File: src/rtl/ctxprop_pkg.sv
package ctxprop_pkg;
  localparam int NUM_STREAMS = 7;
  localparam int IDX_W       = $clog2(NUM_STREAMS + 1);
  localparam int SCHED_W     = 40;
  localparam int IMM_W       = 21;
  localparam int PAY_W       = IMM_W - 1;
  localparam int CTX_W       = 32;
  localparam int KIND_W      = 4;
  localparam int FILL_W      = $clog2(SCHED_W + 1);
  localparam int CNT_W       = $clog2(IMM_W + 1);

  // Strobes from control to datapath for one clock edge
  typedef struct packed {
    logic                   adv;
    logic [NUM_STREAMS-1:0] load;
    logic [CNT_W-1:0]       count;
    logic [PAY_W-1:0]       bits;
  } strobe_t;
endpackage

File: src/rtl/ctxprop_ctrl.sv
module ctxprop_ctrl
  import ctxprop_pkg::*;
(
  input  logic             insValid,
  input  logic [IDX_W-1:0] insIdx,
  input  logic [IMM_W-1:0] insImm,
  input  logic             advance,
  output strobe_t          strb
);
  logic [CNT_W-1:0] trailZeros;

  always_comb begin
    trailZeros = CNT_W'(IMM_W);
    for (int i = IMM_W - 1; i >= 0; i--) begin
      if (insImm[i]) trailZeros = CNT_W'(i);
    end
  end

  always_comb begin
    strb.adv   = advance;
    strb.count = (trailZeros >= CNT_W'(PAY_W)) ? '0 : CNT_W'(PAY_W) - trailZeros;
    strb.bits  = PAY_W'(insImm >> (trailZeros + 1'b1));
    for (int s = 0; s < NUM_STREAMS; s++) begin
      strb.load[s] = insValid && (insIdx == IDX_W'(s + 1));
    end
  end
endmodule

File: src/rtl/ctxprop_datapath.sv
module ctxprop_datapath
  import ctxprop_pkg::*;
(
  input  logic             clk,
  input  logic             rst,
  input  strobe_t          strb,
  input  logic [CTX_W-1:0] insCtx,
  output logic [CTX_W-1:0] mergedCtx,
  output logic             mergedValid,
  output logic             illegalMix,
  output logic             overflowErr
);
  logic [NUM_STREAMS-1:0] headBit;
  logic [NUM_STREAMS-1:0] ovfHit;
  logic [CTX_W-1:0]       ctxArr [NUM_STREAMS];

  for (genvar s = 0; s < NUM_STREAMS; s++) begin : g_stream
    logic [SCHED_W-1:0] schedQ, schedShift, placed;
    logic [FILL_W-1:0]  fillQ, fillShift;
    logic [FILL_W:0]    fillSum;
    logic [CTX_W-1:0]   ctxQ;

    always_comb begin
      schedShift = strb.adv ? (schedQ >> 1) : schedQ;
      fillShift  = (strb.adv && fillQ != '0) ? fillQ - 1'b1 : fillQ;
      fillSum    = {1'b0, fillShift} + (FILL_W + 1)'(strb.count);
      placed     = SCHED_W'(strb.bits) << fillShift;
    end

    assign ovfHit[s]  = strb.load[s] && (fillSum > (FILL_W + 1)'(SCHED_W));
    assign headBit[s] = schedQ[0];
    assign ctxArr[s]  = ctxQ;

    always_ff @(posedge clk) begin
      if (rst) begin
        schedQ <= '0;
        fillQ  <= '0;
        ctxQ   <= '0;
      end else if (strb.load[s]) begin
        schedQ <= schedShift | placed;
        fillQ  <= ovfHit[s] ? FILL_W'(SCHED_W) : fillSum[FILL_W-1:0];
        ctxQ   <= insCtx;
      end else begin
        schedQ <= schedShift;
        fillQ  <= fillShift;
      end
    end
  end

  logic [CTX_W-1:0]  mergeOr;
  logic [KIND_W-1:0] kindOr, kindAnd;
  logic              anyActive, kindMixed;

  always_comb begin
    mergeOr = '0;
    kindOr  = '0;
    kindAnd = '1;
    for (int s = 0; s < NUM_STREAMS; s++) begin
      if (headBit[s]) begin
        mergeOr = mergeOr | ctxArr[s];
        kindOr  = kindOr  | ctxArr[s][CTX_W-1 -: KIND_W];
        kindAnd = kindAnd & ctxArr[s][CTX_W-1 -: KIND_W];
      end
    end
    anyActive = |headBit;
    kindMixed = anyActive && (kindOr != kindAnd);
  end

  always_ff @(posedge clk) begin
    if (rst) begin
      mergedCtx   <= '0;
      mergedValid <= 1'b0;
      illegalMix  <= 1'b0;
      overflowErr <= 1'b0;
    end else begin
      overflowErr <= overflowErr | (|ovfHit);
      if (strb.adv) begin
        mergedCtx   <= (anyActive && !kindMixed) ? mergeOr : '0;
        mergedValid <= anyActive && !kindMixed;
        illegalMix  <= kindMixed;
      end else begin
        mergedCtx   <= '0;
        mergedValid <= 1'b0;
        illegalMix  <= 1'b0;
      end
    end
  end
endmodule

File: src/rtl/ctxprop_unit.sv
module ctxprop_unit
  import ctxprop_pkg::*;
(
  input  logic             clk,
  input  logic             rst,
  input  logic             insValid,
  input  logic [IDX_W-1:0] insIdx,
  input  logic [CTX_W-1:0] insCtx,
  input  logic [IMM_W-1:0] insImm,
  input  logic             advance,
  output logic [CTX_W-1:0] mergedCtx,
  output logic             mergedValid,
  output logic             illegalMix,
  output logic             overflowErr
);
  strobe_t strb;

  ctxprop_ctrl ctrl_i (
    .insValid (insValid),
    .insIdx   (insIdx),
    .insImm   (insImm),
    .advance  (advance),
    .strb     (strb)
  );

  ctxprop_datapath dp_i (
    .clk         (clk),
    .rst         (rst),
    .strb        (strb),
    .insCtx      (insCtx),
    .mergedCtx   (mergedCtx),
    .mergedValid (mergedValid),
    .illegalMix  (illegalMix),
    .overflowErr (overflowErr)
  );
endmodule

File: config.mk
export PLATFORM = sky130hd
export DESIGN_NAME = ctxprop_unit
export DESIGN_NICKNAME = d
export VERILOG_FILES = /design/src/rtl/ctxprop_pkg.sv /design/src/rtl/ctxprop_ctrl.sv /design/src/rtl/ctxprop_datapath.sv /design/src/rtl/ctxprop_unit.sv
export SDC_FILE = /design/constraint.sdc
export NUM_CORES = 2
export LEC_CHECK = 0
export BUFFER_PORTS_ARGS = -buffer_cell sky130_fd_sc_hd__buf_2
export CAP_MARGIN = 5
export CORE_MARGIN = 3
export CORE_UTILIZATION = 46
export CTS_CLUSTER_SIZE = 20
export DETAILED_ROUTE_END_ITERATION = 7
export PLACE_DENSITY = 0.66
export SLEW_MARGIN = 10
export SYNTH_ARGS = -nofsm -noshare
export SYNTH_HDL_FRONTEND = slang
export SYNTH_HIERARCHICAL = 1
export SYNTH_SLANG_ARGS = --single-unit
File: constraint.sdc
create_clock -name clk -period 5.6 [get_ports clk]
set_clock_uncertainty 0.2 [all_clocks]
set_input_delay 0.28 -clock clk [delete_from_list [all_inputs] [get_ports clk]]
set_output_delay 0.28 -clock clk [all_outputs]
set_load 0.02 [all_outputs]
==> flow_summary.yaml <==
run_status:
  outcome: "finished clean"
timing:
  finalHoldWorstSlack_ns: 0.0743
  worst_slew_pin_slew_ns: 1.18
  finalHoldViolCount: 0
  rsz0062_at_grt: "false"
  finalCriticalPeriod_ns: 5.02
  slew_headroom_pct: 21.6
  finalSetupTns_ns: 0
  drv_slew: 0
  finalCritPeriodShare_pct: 89.6
  fmax_mhz: 199
  report.final.setup_viol: 0
die:
  die_w_um: 296
  initial_utilization_pct: 46.7
  core-area_mm2: 0.0826
  die_h_um: 296
  rows: 105
  design.die.area_mm2: 0.0874
  io-pin-count: 95
logic_synthesis:
  netlist_area_mm2: 0.0386
  synthCells: 4557
  synth_seq_cells: 581
  synth_cell_types: 122
  synth_fp_nets: 4681
  syn_area_per_cell_um2: 8.47
  yosysWarningCount: 6
  synth_ff_type: "dfxtp_1"
  ys_seq_area_share_pct: 30.1
  synth.top_cells.by_count: "mux2i_1, dfxtp_1, nor2_1"
  synthMostInstantiatedCell: "mux2i_1"
  yosys.area.top_type: "dfxtp_1"
  async_flop_share_pct: 0
  synth_edf_count: 0
  ys_top_cells_by_area: "dfxtp_1, mux2i_1, nor2_1"
  synth_top_area_share_pct: 30.1
place:
  portBuffers: 94
  hpwl_um: 86400
  gp_congestion: 0.964
run:
  drv_cap: 0
clocking:
  numCtsBuffers: 67
  clock_latency_ns: 0.64
  cts_setup_buffers: 0
  cts_max_path_buffers: 3
  ctsHoldBuffers: 34
  cts_tree: "built"
  h-tree-depth: 3
  clock-sinks: 581
  clk_pin_slew_ns: 0.06
  cts-resized-gates: 0
  root_buffer: "clkbuf_16"
drt:
  viasPerCell: 6.46
  vias: 36500
  drt_iter0_drc: 4261
  wirelength_um: 128000
  wl_per_cell_um: 22.6
  drcViolationCount: 0
  ant_nets: 0
  dr.pass1.iters: 6
finish:
  syn2layout_area_growth_pct: 11.5
  drive_gt1_share_pct: 13.9
  final_nets: 4661
critical_path:
  cp.required_ns: 5.91
  crit_type: "reg2reg"
  critPathArrivalTime_ns: 5.33
  end_kind: "flip-flop"
  start_kind: "flip-flop"
  ff2ff_path_depth: 14
  cp_max_fo: 29
min_path:
  hold_path.class: "in2reg"
  min_path_cells: 5
grt:
  track_usage_pct: 28.2
  overflow: 0
  antenna_found_initial: 1
  grt_pass1_wl_um: 199000
  grt_max_degree: 130
  grt_pass1_vias: 34600
pwr:
  ir_worst_vdd_uv: 345
  p_leak_uw: 0.0164
  powerDensity_mw_per_mm2: 617
  power_uw: 26500
==> metrics by stage <==
stage / area, um^2 / utilization, % / cells / setup slack (ns)
after floorplan: 38600 / - / 4557 / 0.367
after global placement: 40300 / 48.8 / 5503 / 0.360
after detailed placement: 40300 / 48.8 / 5504 / 0.266
after CTS: 43000 / 52.1 / 5657 / 0.718
after global routing: 43000 / 52.1 / 5658 / 0.224
final: 43000 / 52.1 / 5658 / 0.581
==> cell type report <==
cell class              count  area, um^2
repair buffers            298        2190
well taps                1070        1340
inverters                  97         374
fillers                  7654       39600
clock buffers              89        1870
multi-input cells        3492       25100
flip-flops and latches    581       11600
diodes                      1        2.50
clock inverters            30         489
==> per-layer routing <==
layer,vias to the layer above,global-route usage [%],wire (um),share of wire [%]
met2,1778,44.5,56700,44
met5,-,0,0,0
li1,16900,-,-,-
met3,377,4.86,10700,8.4
met4,0,12.0,5770,4.5
met1,17500,38.1,54500,43
==> cell families (layout without fill, tap and decap cells) <==
group	count (synthesis)	count (layout)	synth area share, %
other	0	1	0
AOI/OAI and AO/OA	1156	1156	20.7
adders and majority gates	64	64	2.21
muxes	854	854	24.0
buffers and inverters	484	514	5.28
DFF	581	581	30.1
and+or+nand+nor	1377	1377	16.5
xor gates and xnor gates	41	41	1.12
==> worst paths after layout <==
kind,from,to,slack (ns)
worst max-delay path,dp_i/g_stream[3].fillQ[0]$_SDFF_PP0_,dp_i/g_stream[3].fillQ[2]$_SDFF_PP0_,0.58
worst min-delay path,insIdx[0],dp_i/g_stream[3].schedQ[3]$_SDFF_PP0_,0.07
worst max register to register,dp_i/g_stream[3].fillQ[0]$_SDFF_PP0_,dp_i/g_stream[3].fillQ[2]$_SDFF_PP0_,0.58
worst min register to register,dp_i/g_stream[2].schedQ[39]$_SDFF_PP0_,dp_i/g_stream[2].schedQ[39]$_SDFF_PP0_,0.28
==> state kept, by name, summed over array words and instances, names as in the netlist <==
name,flops
dp_i/g_stream.schedQ,280
dp_i/g_stream.ctxQ,224
dp_i/g_stream.fillQ,42
dp_i/mergedCtx,32
dp_i/illegalMix,1
dp_i/mergedValid,1
dp_i/overflowErr,1
==> placed cells by master (no fill, tap or decap), drive strengths merged, types with 19 or more instances in the layout <==
cell,n
dfxtp,581
nand3,114
inv,93
nand2b,19
nor4,23
ha,57
nand2,349
a21oi,257
mux4,45
a221o,24
a22oi,77
a222oi,33
a31oi,77
or3,20
nand4,19
nor2b,20
a211oi,52
and2,66
nor2,538
buf,264
clkbuf,89
o211ai,39
o22ai,101
dlygate4sd3,34
o2bb2ai,19
xor2,24
mux2i,711
o21ai,173
mux2,98
nor3,111
a21o,25
and3,35
o221ai,25
clkinv,21
a221oi,62
==> critical path: stages (launching register included) <==
cell,delay [ns]
dfxtp_1,0.46
inv_1,0.24
ha_1,0.24
or4b_1,0.50
o21ai_1,0.42
o21a_1,0.18
buf_4,0.23
inv_2,0.28
fa_1,0.52
a221oi_1,0.45
nand3_1,0.12
mux2_1,0.32
o221ai_1,0.17
a31oi_1,0.15
a2111oi_0,0.41
==> where the power goes <==
| group | internal [uW] | switching (uW) | leakage [uW] |
|---|---|---|---|
| clock | 2720 | 1930 | 0.00113 |
| combinational | 6200 | 10800 | 0.0106 |
| sequential | 4500 | 361 | 0.00470 |
| total | 13400 | 13100 | 0.0164 |
Note: power is estimated with default switching activity, not from simulation.
